<file path="config.mk">
export PLATFORM = sky130hd
export DESIGN_NAME = sec_fn_return
export DESIGN_NICKNAME = d
export VERILOG_FILES = /design/src/rtl/sfr_pkg.sv /design/src/rtl/sfr_classify.sv /design/src/rtl/sfr_bank_mux.sv /design/src/rtl/sfr_seq.sv /design/src/rtl/sfr_commit.sv /design/src/rtl/sec_fn_return.sv
export SDC_FILE = /design/constraint.sdc
export NUM_CORES = 1
export LEC_CHECK = 0
export ABC_CLOCK_PERIOD_IN_PS = 4200
export CAP_MARGIN = 15
export CORE_AREA = 4 4 155 157
export CTS_CLUSTER_DIAMETER = 60
export DETAILED_ROUTE_END_ITERATION = 10
export DIE_AREA = 0 0 159 161
export DONT_BUFFER_PORTS = 1
export GPL_TIMING_DRIVEN = 0
export PLACE_DENSITY = 0.55
export RECOVER_POWER = 100
export SLEW_MARGIN = 20
export SYNTH_ARGS = -nofsm -noshare
export SYNTH_HDL_FRONTEND = slang
export SYNTH_HIERARCHICAL = 1
export SYNTH_SLANG_ARGS = --single-unit
</file>
<file path="constraint.sdc">
create_clock -name clk -period 4.2 [get_ports clk]
set_input_delay 0 -clock clk [delete_from_list [all_inputs] [get_ports clk]]
set_output_delay 0 -clock clk [all_outputs]
set_load 0.005 [all_outputs]
</file>
<file path="src/rtl/sfr_pkg.sv">
package sfr_pkg;

  localparam int unsigned NUM_SP = 4;
  localparam int unsigned SP_IW  = $clog2(NUM_SP);

  typedef enum logic [1:0] {
    BR_PLAIN  = 2'd0,
    BR_EXCRET = 2'd1,
    BR_FNRET  = 2'd2
  } br_kind_e;

  typedef enum logic [1:0] {
    ST_IDLE   = 2'd0,
    ST_LD_PC  = 2'd1,
    ST_LD_PSR = 2'd2
  } seq_st_e;

  // Sort a branch target against the two magic floors.
  function automatic br_kind_e classify(input logic [31:0] tgt,
                                        input logic        sec,
                                        input logic [31:0] exc_floor,
                                        input logic [31:0] fn_floor);
    if (tgt >= exc_floor)             return BR_EXCRET;
    else if (sec && tgt >= fn_floor)  return BR_FNRET;
    else                              return BR_PLAIN;
  endfunction

  // Stack slot picked by mode and alternate select.
  function automatic logic [SP_IW-1:0] bank_index(input logic handler,
                                                  input logic alt);
    return {~handler, alt};
  endfunction

  // Status consistency between current and saved exception numbers.
  function automatic logic frame_ok(input logic cur_zero,
                                    input logic cur_one,
                                    input logic saved_nz);
    return (cur_zero && !saved_nz) || (cur_one && saved_nz);
  endfunction

  function automatic logic [31:0] step_frame(input logic [31:0] f);
    return f + 32'd8;
  endfunction

  function automatic logic [31:0] second_word(input logic [31:0] f);
    return f + 32'd4;
  endfunction

endpackage

</file>
<file path="src/rtl/sfr_classify.sv">
module sfr_classify
  import sfr_pkg::*;
#(
  parameter logic [31:0] EXC_FLOOR = 32'hFF00_0000,
  parameter logic [31:0] FN_FLOOR  = 32'hFEFF_FFFE
) (
  input  logic [31:0] target,
  input  logic        sec_present,
  output br_kind_e    kind
);
  assign kind = classify(target, sec_present, EXC_FLOOR, FN_FLOOR);
endmodule

</file>
<file path="src/rtl/sfr_bank_mux.sv">
module sfr_bank_mux #(
  parameter int unsigned W = 32,
  parameter int unsigned N = 4,
  localparam int unsigned IW = $clog2(N)
) (
  input  logic [N*W-1:0] flat,
  input  logic [IW-1:0]  sel,
  output logic [W-1:0]   word
);
  logic [W-1:0] slot [N];

  for (genvar g = 0; g < N; g++) begin : g_slot
    assign slot[g] = flat[g*W +: W];
  end

  assign word = slot[sel];
endmodule

</file>
<file path="src/rtl/sfr_seq.sv">
module sfr_seq
  import sfr_pkg::*;
(
  input  logic        clk,
  input  logic        rst_n,
  input  logic        start,
  input  logic [31:0] frame_in,
  output logic        idle,
  output logic        mem_req,
  output logic [31:0] mem_addr,
  input  logic        mem_ack,
  input  logic        mem_err,
  input  logic [31:0] mem_rdata,
  output logic [31:0] frame_q,
  output logic [31:0] pc_word,
  output logic [31:0] psr_word,
  output logic        fetch_done,
  output logic        fetch_err
);
  seq_st_e st_q;

  assign idle     = (st_q == ST_IDLE);
  assign mem_req  = (st_q == ST_LD_PC) || (st_q == ST_LD_PSR);
  assign mem_addr = (st_q == ST_LD_PSR) ? second_word(frame_q) : frame_q;

  always_ff @(posedge clk or negedge rst_n) begin
    if (!rst_n) begin
      st_q       <= ST_IDLE;
      frame_q    <= '0;
      pc_word    <= '0;
      psr_word   <= '0;
      fetch_done <= 1'b0;
      fetch_err  <= 1'b0;
    end else begin
      fetch_done <= 1'b0;
      fetch_err  <= 1'b0;
      unique case (st_q)
        ST_IDLE: begin
          if (start) begin
            frame_q <= frame_in;
            st_q    <= ST_LD_PC;
          end
        end
        ST_LD_PC: begin
          if (mem_ack) begin
            if (mem_err) begin
              fetch_err <= 1'b1;
              st_q      <= ST_IDLE;
            end else begin
              pc_word <= mem_rdata;
              st_q    <= ST_LD_PSR;
            end
          end
        end
        ST_LD_PSR: begin
          if (mem_ack) begin
            if (mem_err) fetch_err <= 1'b1;
            else begin
              psr_word   <= mem_rdata;
              fetch_done <= 1'b1;
            end
            st_q <= ST_IDLE;
          end
        end
        default: st_q <= ST_IDLE;
      endcase
    end
  end

  AST_REQ_HOLD: assert property (@(posedge clk) disable iff (!rst_n)
    (mem_req && !mem_ack) |=> (mem_req && $stable(mem_addr)));

  AST_NEXT_WORD: assert property (@(posedge clk) disable iff (!rst_n)
    (st_q == ST_LD_PC && mem_ack && !mem_err) |=>
      (mem_req && mem_addr == $past(mem_addr) + 32'd4));

endmodule

</file>
<file path="src/rtl/sfr_commit.sv">
module sfr_commit
  import sfr_pkg::*;
#(
  parameter int unsigned EXC_W   = 9,
  parameter int unsigned FPA_BIT = 20
) (
  input  logic             fetch_done,
  input  logic [31:0]      pc_word,
  input  logic [31:0]      psr_word,
  input  logic [EXC_W-1:0] cur_exc,
  input  logic [31:0]      frame,
  output logic             ret_done,
  output logic             usage_fault,
  output logic [31:0]      new_pc,
  output logic             new_mode,
  output logic [EXC_W-1:0] new_exc,
  output logic             new_fpa,
  output logic             sp_wr_en,
  output logic [31:0]      sp_wr_data
);
  logic [EXC_W-1:0] saved_exc;
  logic             consistent;

  assign saved_exc  = psr_word[EXC_W-1:0];
  assign consistent = frame_ok(cur_exc == '0,
                               cur_exc == EXC_W'(1),
                               |saved_exc);

  assign ret_done    = fetch_done && consistent;
  assign usage_fault = fetch_done && !consistent;
  assign sp_wr_en    = ret_done;
  assign sp_wr_data  = step_frame(frame);
  assign new_pc      = {pc_word[31:1], 1'b0};
  assign new_mode    = pc_word[0];
  assign new_exc     = saved_exc;
  assign new_fpa     = psr_word[FPA_BIT];
endmodule

</file>
<file path="src/rtl/sec_fn_return.sv">
module sec_fn_return
  import sfr_pkg::*;
#(
  parameter logic [31:0] EXC_FLOOR = 32'hFF00_0000,
  parameter logic [31:0] FN_FLOOR  = 32'hFEFF_FFFE,
  parameter int unsigned EXC_W     = 9,
  parameter int unsigned FPA_BIT   = 20
) (
  input  logic                clk,
  input  logic                rst_n,
  input  logic                br_valid,
  input  logic [31:0]         br_target,
  input  logic                sec_present,
  input  logic                in_handler,
  input  logic                sp_alt_sel,
  input  logic [EXC_W-1:0]    cur_exc,
  input  logic [NUM_SP*32-1:0] sp_bank,
  output logic                mem_req,
  output logic [31:0]         mem_addr,
  output logic                mem_secure,
  input  logic                mem_ack,
  input  logic                mem_err,
  input  logic [31:0]         mem_rdata,
  output logic                br_plain,
  output logic                exc_ret_req,
  output logic                ret_done,
  output logic                usage_fault,
  output logic                mem_fault,
  output logic [31:0]         new_pc,
  output logic                new_mode,
  output logic [EXC_W-1:0]    new_exc,
  output logic                new_fpa,
  output logic                sp_wr_en,
  output logic [SP_IW-1:0]    sp_wr_idx,
  output logic [31:0]         sp_wr_data
);
  br_kind_e         kind;
  logic             seq_idle;
  logic             accept;
  logic             start_fn;
  logic [SP_IW-1:0] idx_now;
  logic [31:0]      frame_now;
  logic [31:0]      frame_q;
  logic [31:0]      pc_word;
  logic [31:0]      psr_word;
  logic             fetch_done;
  logic             fetch_err;
  logic [EXC_W-1:0] cur_exc_q;
  logic [SP_IW-1:0] idx_q;
  logic             plain_q;
  logic             excret_q;

  sfr_classify #(.EXC_FLOOR(EXC_FLOOR), .FN_FLOOR(FN_FLOOR)) u_cls (
    .target      (br_target),
    .sec_present (sec_present),
    .kind        (kind)
  );

  assign accept   = br_valid && seq_idle;
  assign start_fn = accept && (kind == BR_FNRET);
  assign idx_now  = bank_index(in_handler, sp_alt_sel);

  sfr_bank_mux #(.W(32), .N(NUM_SP)) u_bank (
    .flat (sp_bank),
    .sel  (idx_now),
    .word (frame_now)
  );

  sfr_seq u_seq (
    .clk        (clk),
    .rst_n      (rst_n),
    .start      (start_fn),
    .frame_in   (frame_now),
    .idle       (seq_idle),
    .mem_req    (mem_req),
    .mem_addr   (mem_addr),
    .mem_ack    (mem_ack),
    .mem_err    (mem_err),
    .mem_rdata  (mem_rdata),
    .frame_q    (frame_q),
    .pc_word    (pc_word),
    .psr_word   (psr_word),
    .fetch_done (fetch_done),
    .fetch_err  (fetch_err)
  );

  always_ff @(posedge clk or negedge rst_n) begin
    if (!rst_n) begin
      cur_exc_q <= '0;
      idx_q     <= '0;
      plain_q   <= 1'b0;
      excret_q  <= 1'b0;
    end else begin
      plain_q  <= accept && (kind == BR_PLAIN);
      excret_q <= accept && (kind == BR_EXCRET) && in_handler;
      if (start_fn) begin
        cur_exc_q <= cur_exc;
        idx_q     <= idx_now;
      end
    end
  end

  sfr_commit #(.EXC_W(EXC_W), .FPA_BIT(FPA_BIT)) u_commit (
    .fetch_done  (fetch_done),
    .pc_word     (pc_word),
    .psr_word    (psr_word),
    .cur_exc     (cur_exc_q),
    .frame       (frame_q),
    .ret_done    (ret_done),
    .usage_fault (usage_fault),
    .new_pc      (new_pc),
    .new_mode    (new_mode),
    .new_exc     (new_exc),
    .new_fpa     (new_fpa),
    .sp_wr_en    (sp_wr_en),
    .sp_wr_data  (sp_wr_data)
  );

  assign mem_secure  = mem_req;
  assign mem_fault   = fetch_err;
  assign br_plain    = plain_q;
  assign exc_ret_req = excret_q;
  assign sp_wr_idx   = idx_q;

  AST_SINGLE_OUTCOME: assert property (@(posedge clk) disable iff (!rst_n)
    $onehot0({ret_done, usage_fault, mem_fault, exc_ret_req, br_plain}));

  AST_THREAD_EXC_QUIET: assert property (@(posedge clk) disable iff (!rst_n)
    (accept && kind == BR_EXCRET && !in_handler) |=>
      (!exc_ret_req && !br_plain && !mem_req));

  AST_SP_ADVANCE: assert property (@(posedge clk) disable iff (!rst_n)
    sp_wr_en |-> (sp_wr_data == $past(mem_addr) + 32'd4));

  AST_FAULT_ABORTS: assert property (@(posedge clk) disable iff (!rst_n)
    mem_fault |-> (!mem_req && !sp_wr_en && !usage_fault));

endmodule

</file>
Word-level counts from Yosys, hierarchy flattened

Cells that the tools add are included.

Logic and storage cells: 66
Bits of input ports: 209
Register bits after elaboration: 102
Output and inout bits: 117

Eq/ne operators: 8
Muxes and demuxes: 17
Bitwise logic cells: 3
Reduce and logical (&&, ||, !) cells: 23
Magnitude comparators: 3
Add/sub/neg operators: 2

Operators by type and width:

| kind                  | count |
|---|---|
| $mux 32               | 3 |
| $bmux 32 s2           | 1 |
| $ge 32x32->1 const B  | 2 |
| $add 32x3->32 const B | 1 |
| $add 32x4->32 const B | 1 |
| $mux 2                | 6 |
| $logic_and 1x1->1     | 10 |
| $eq 9x1->1 const B    | 1 |
| $logic_not 9->1       | 1 |
| $reduce_and 3->1      | 3 |
| $reduce_or 9->1       | 1 |
| $mux 1                | 6 |
| $pmux 2 s3            | 1 |
| $eq 2x1->1 const B    | 2 |
| $eq 2x2->1 const B    | 2 |
| $logic_not 2->1       | 2 |
| $ne 2x2->1 const B    | 2 |
| $ge 3x3->1 const B    | 1 |
| $not 2->3             | 1 |
| $logic_not 1->1       | 2 |
| $logic_or 1x1->1      | 2 |
| $ne 2x1->1 const B    | 1 |
| $not 1->1             | 2 |
| $reduce_and 2->1      | 1 |
| $reduce_or 2->1       | 1 |

Logic depth before layout (Yosys ltp)

Word-level depth: 8
Gate-level depth with buffers: 9
Gate-level depth less buffers: 8

By module

The synthesis kept the hierarchy.

By module, submodules not included:

| module        | cells each | sequential area each (um2) | area each (um2) | times used |
|---|---|---|---|---|
| sfr_seq       | 310        | 2502.4                     | 4335.4          | 1 |
| sfr_commit    | 134        | 0.0                        | 958.4           | 1 |
| sfr_bank_mux  | 39         | 0.0                        | 814.5           | 1 |
| sec_fn_return | 33         | 325.3                      | 550.5           | 1 |
| sfr_classify  | 14         | 0.0                        | 83.8            | 1 |

Worst setup path before layout

No wires, ideal clock.

Path kind: register -> register
From: register u_seq.st_q[0]
To: register u_seq.frame_q[10]
Clock period less this slack: 1983 ps
Path buffers: 2
Library setup time: 125 ps
Cell stages (with the launch flop): 9
Required time: 4075 ps
Arrival: 1858 ps
Slack: 2217 ps
Path through: dfrtp_1 -> inv_1 -> ha_1 -> nand4b_4 -> buf_6 -> inv_1 -> nand2_1 -> buf_1 -> mux2_2

Cells in the longest elaborated chain, start to end: 4

Ends and longest elaborated chain:

| element                           | line                | RTL |
|---|---|---|
| start, declared                   | sfr_seq.sv:20       | `seq_st_e st_q;` |
| start signal, assigned            | sfr_seq.sv:28       | `st_q <= ST_IDLE;` |
| start signal, assigned            | sfr_seq.sv:41       | `st_q <= ST_LD_PC;` |
| start signal, assigned            | sfr_seq.sv:48       | `st_q <= ST_IDLE;` |
| $logic_not 2->1                   | sfr_seq.sv:22       | `assign idle = (st_q == ST_IDLE);` |
| named net seq_idle                | sec_fn_return.sv:38 | `logic seq_idle;` |
| $logic_and 1x1->1                 | sec_fn_return.sv:59 | `assign accept = br_valid && seq_idle;` |
| $logic_and 1x1->1                 | sec_fn_return.sv:60 | `assign start_fn = accept && (kind == BR_FNRET);` |
| named net start_fn                | sec_fn_return.sv:40 | `logic start_fn;` |
| $reduce_and 2->1 (no source line) | n/a                 |  |
| end signal, assigned              | sfr_seq.sv:40       | `frame_q <= frame_in;` |
| end, declared                     | sfr_seq.sv:14       | `output logic [31:0] frame_q,` |

The timed path passes the listed nets, and every way through them passes these cells.
A chain may end at the register's enable or synchronous reset.

Worst setup path in the final report

From: register u_seq.st_q[0]
To: output port mem_addr[30]

Cells in the longest elaborated chain, start to end: 2

Ends and longest elaborated chain:

| element       | line                | RTL |
|---|---|---|
| $eq 2x2->1    | sfr_seq.sv:24       | `assign mem_addr = (st_q == ST_LD_PSR) ? second_word(frame_q) : frame_q;` |
| $mux 32       | sfr_seq.sv:24       |  |
| end, declared | sec_fn_return.sv:19 | `output logic [31:0] mem_addr,` |

Every way passes these cells.

==> metrics <==
minimum clock period=roughly 3100 ps; final setup vio count=0; failing checks=max-capacitance violations, max-slew violations; IO buf count=0; max-cap viol count=1; Slew Limit Headroom=-56.37%; Crit Reg-Reg Endpoint=u_seq/frame_q[18]$_DFFE_PN0P_; switching part of the total=25.01%; Psw=roughly 0.46 mW; Final Slew Violations=92; Post-Syn Area=around 6000 um2; Layout fillers=roughly 2300; maximum buffer depth of the clock tree=2; syn nets=700; CP Cell Sequence=inv_1, ha_1, clkbuf_1, nand3_1, nor4_1, nand3_1, xnor2_1; layout cells sized above 1=a little under a third; initial antenna violation count=4; H-Tree Depth=3; clk_skew=around 11 ps; Crit Path Class=reg -> out; DR WL/cell=roughly 23 um; vias in the first global route=roughly 4700; syn_area_per_cell=12.23 um2; RSZ-0062 raised after global routing=no; Vias/cell=approximately 4.9; first-pass GRT wire length=28.10 mm; Worst Setup End Kind=primary output; Setup TNS=0 ps; 1st-pass router iterations=4; Rows=between 50 and 60; Int Pwr=approximately 1.4 mW; CP max stage delay=between 900 and 1000 ps; period utilization=approximately three quarters; fin util=about a third; post-route ant nets=0; GRT overflow=0; Worst setup SP type=flop; Vias=4184; Logic pwr share=between 8 and 9%; worst hold start=sp_bank[6]; Achievable Freq=approximately 330 MHz; worst vdd ir=0.0001956 V; Starting Density=26.42%; total leakage power=roughly 3.3 nW; clk slew on worst S/H paths=about 80 ps; Top cell by count, worst path=nand3_1; Hold Path Depth=2; routed wire length=around 19 mm; R2R setup slack=around 1200 ps; postcts setup bufs=0; Worst Path Required=4200 ps; area grow syn2layout=18.94%; Die Ht=between 150 and 200 um; DR iter-0 viols=242; WHS Endpoint=u_seq/frame_q[6]$_DFFE_PN0P_; largest net degree at the start of global routing=just over 90; status=finished with violations; clk_lat worst skew=about 350 ps; Inserted Clock Buffers=9; CTS tree=yes; Synth Warn #=6; io pins=around 330; Global Route Usage Sum=14.25%; CP max-delay cell=nor4_1; nets=between 700 and 800; # DRC=0; Hold Vio Cnt, Final=0; PD cells=261.9 nW/um2; gpl congestion=~0.87; Slew @ Worst Pin=2346 ps; Clk pwr share=a little over two fifths; CP max FO=9; Worst EP arrival=between 3000 and 4000 ps; Core ar.=between 20000 and 25000 um2; share of power burned in registers=between 40% and 50%; Horiz. Die Dim=159 um; CTS Root Cell=clkbuf_16; Synth Instances=between 400 and 500; HPWL after detailed placement=between 15 and 20 mm; min-delay worst type=in -> reg; reg2reg start=u_seq/st_q[0]$_DFFE_PN0P_; total power=around 1.9 mW; Clock Sinks=91; R2R cell count=8; die area=25600 um2
==> stage by stage <==
| stage | setup WS, ps | cells | area, um2 | hold WS (ps) |
|---|---|---|---|---|
| floorplan | 2218 | 486 | 5944 | -295.6 |
| global placement | 1648 | 771 | 6301 | -292.7 |
| detailed placement | 1571 | 771 | 6301 | -292.9 |
| CTS | 1297 | 845 | 7194 | 4.450 |
| global route | 898.5 | 847 | 7071 | 19.03 |
| finish | 1133 | 847 | 7071 | 24.03 |
==> final cells by class <==
cell class / count / area (um2) / share of cell area (%)
flip-flops and latches: 91 / 2277 / 32.21
repair buffers: 58 / 575.6 / 8.140
plain buffers: 69 / 461.7 / 6.530
clock inverters: 7 / 70.07 / 0.9910
multi-input cells: 316 / 3062 / 43.30
clock buffers: 9 / 225.2 / 3.185
inverters: 10 / 37.54 / 0.5309
well taps: 285 / 356.6 / 5.043
diodes: 2 / 5.005 / 0.07078
==> worst max path at each step <==
| stage | from | endpoint | slack (ps) | cells after the start |
|---|---|---|---|---|
| final | u_seq/st_q[0]$_DFFE_PN0P_ | mem_addr[30] | 1130 | 7 |
| after global routing | u_seq/st_q[0]$_DFFE_PN0P_ | u_seq/frame_q[17]$_DFFE_PN0P_ | 900 | 8 |
| after CTS | u_seq/st_q[0]$_DFFE_PN0P_ | mem_addr[30] | 1300 | 7 |
| after detailed placement | u_seq/st_q[0]$_DFFE_PN0P_ | u_seq/frame_q[12]$_DFFE_PN0P_ | 1570 | 8 |
| after global placement | u_seq/st_q[0]$_DFFE_PN0P_ | u_seq/frame_q[12]$_DFFE_PN0P_ | 1650 | 8 |
| after floorplan | u_seq/st_q[0]$_DFFE_PN0P_ | u_seq/frame_q[10]$_DFFE_PN0P_ | 2220 | 8 |
==> power by group through the flow <==
| stage | Combinational (mW) | Sequential (mW) | Clock, mW |
|---|---|---|---|
| 2_1_floorplan | 0.0778 | 0.894 | 0 |
| 3_3_place_gp | 0.100 | 0.894 | 0 |
| 3_5_place_dp | 0.102 | 0.894 | 0 |
| 4_1_cts | 0.170 | 0.876 | 0.848 |
| 5_1_grt | 0.176 | 0.876 | 0.877 |
| 6_report | 0.162 | 0.876 | 0.813 |
==> flip-flops by register name, indices dropped and copies added, names as in the netlist <==
register          count
u_seq/st_q            2
u_seq/pc_word        32
cur_exc_q             9
sp_wr_idx             2
exc_ret_req           1
u_seq/fetch_err       1
br_plain              1
u_seq/psr_word       10
u_seq/frame_q        32
u_seq/fetch_done      1
==> routing by layer <==
| layer | vias to the layer above | GRT usage [%] | share of wire, % |
|---|---|---|---|
| li1 | 1865 | - | - |
| met1 | 2093 | 15.75 | 38 |
| met2 | 195 | 26.47 | 54 |
| met3 | 27 | 3.496 | 6.1 |
| met4 | 4 | 5.365 | 1.9 |
| met5 | - | 0 | 0.18 |
==> worst max-delay path, delay by kind of cell (launching register included) <==
kind	cells	cell delay, ps
buffers and inverters	2	480
adders and majority gates	1	150
xor gates and xnor gates	1	270
and+or+nand+nor	3	1390
DFF	1	410
==> timing repair <==
item / in CTS / in global routing
hold buffers: 58 / 0
resized for setup: 0 / 0
endpoints found under the hold margin: 152 / 0
==> layout by cell type, fill, tap and decap left out, types with 5 or more instances in the layout <==
cell type,instances
clkbuf_16,9
and3_1,11
mux2_1,9
nand3_1,23
ha_1,5
inv_1,10
nor2_1,10
nor3_1,6
mux4_2,30
dlygate4sd3_1,57
xnor2_1,40
dfrtp_1,91
nor4_1,5
nand2_1,26
clkbuf_4,37
mux2_2,76
nand4_1,22
clkbuf_1,22
xor2_1,16
Power figures use the tool's default switching activity.
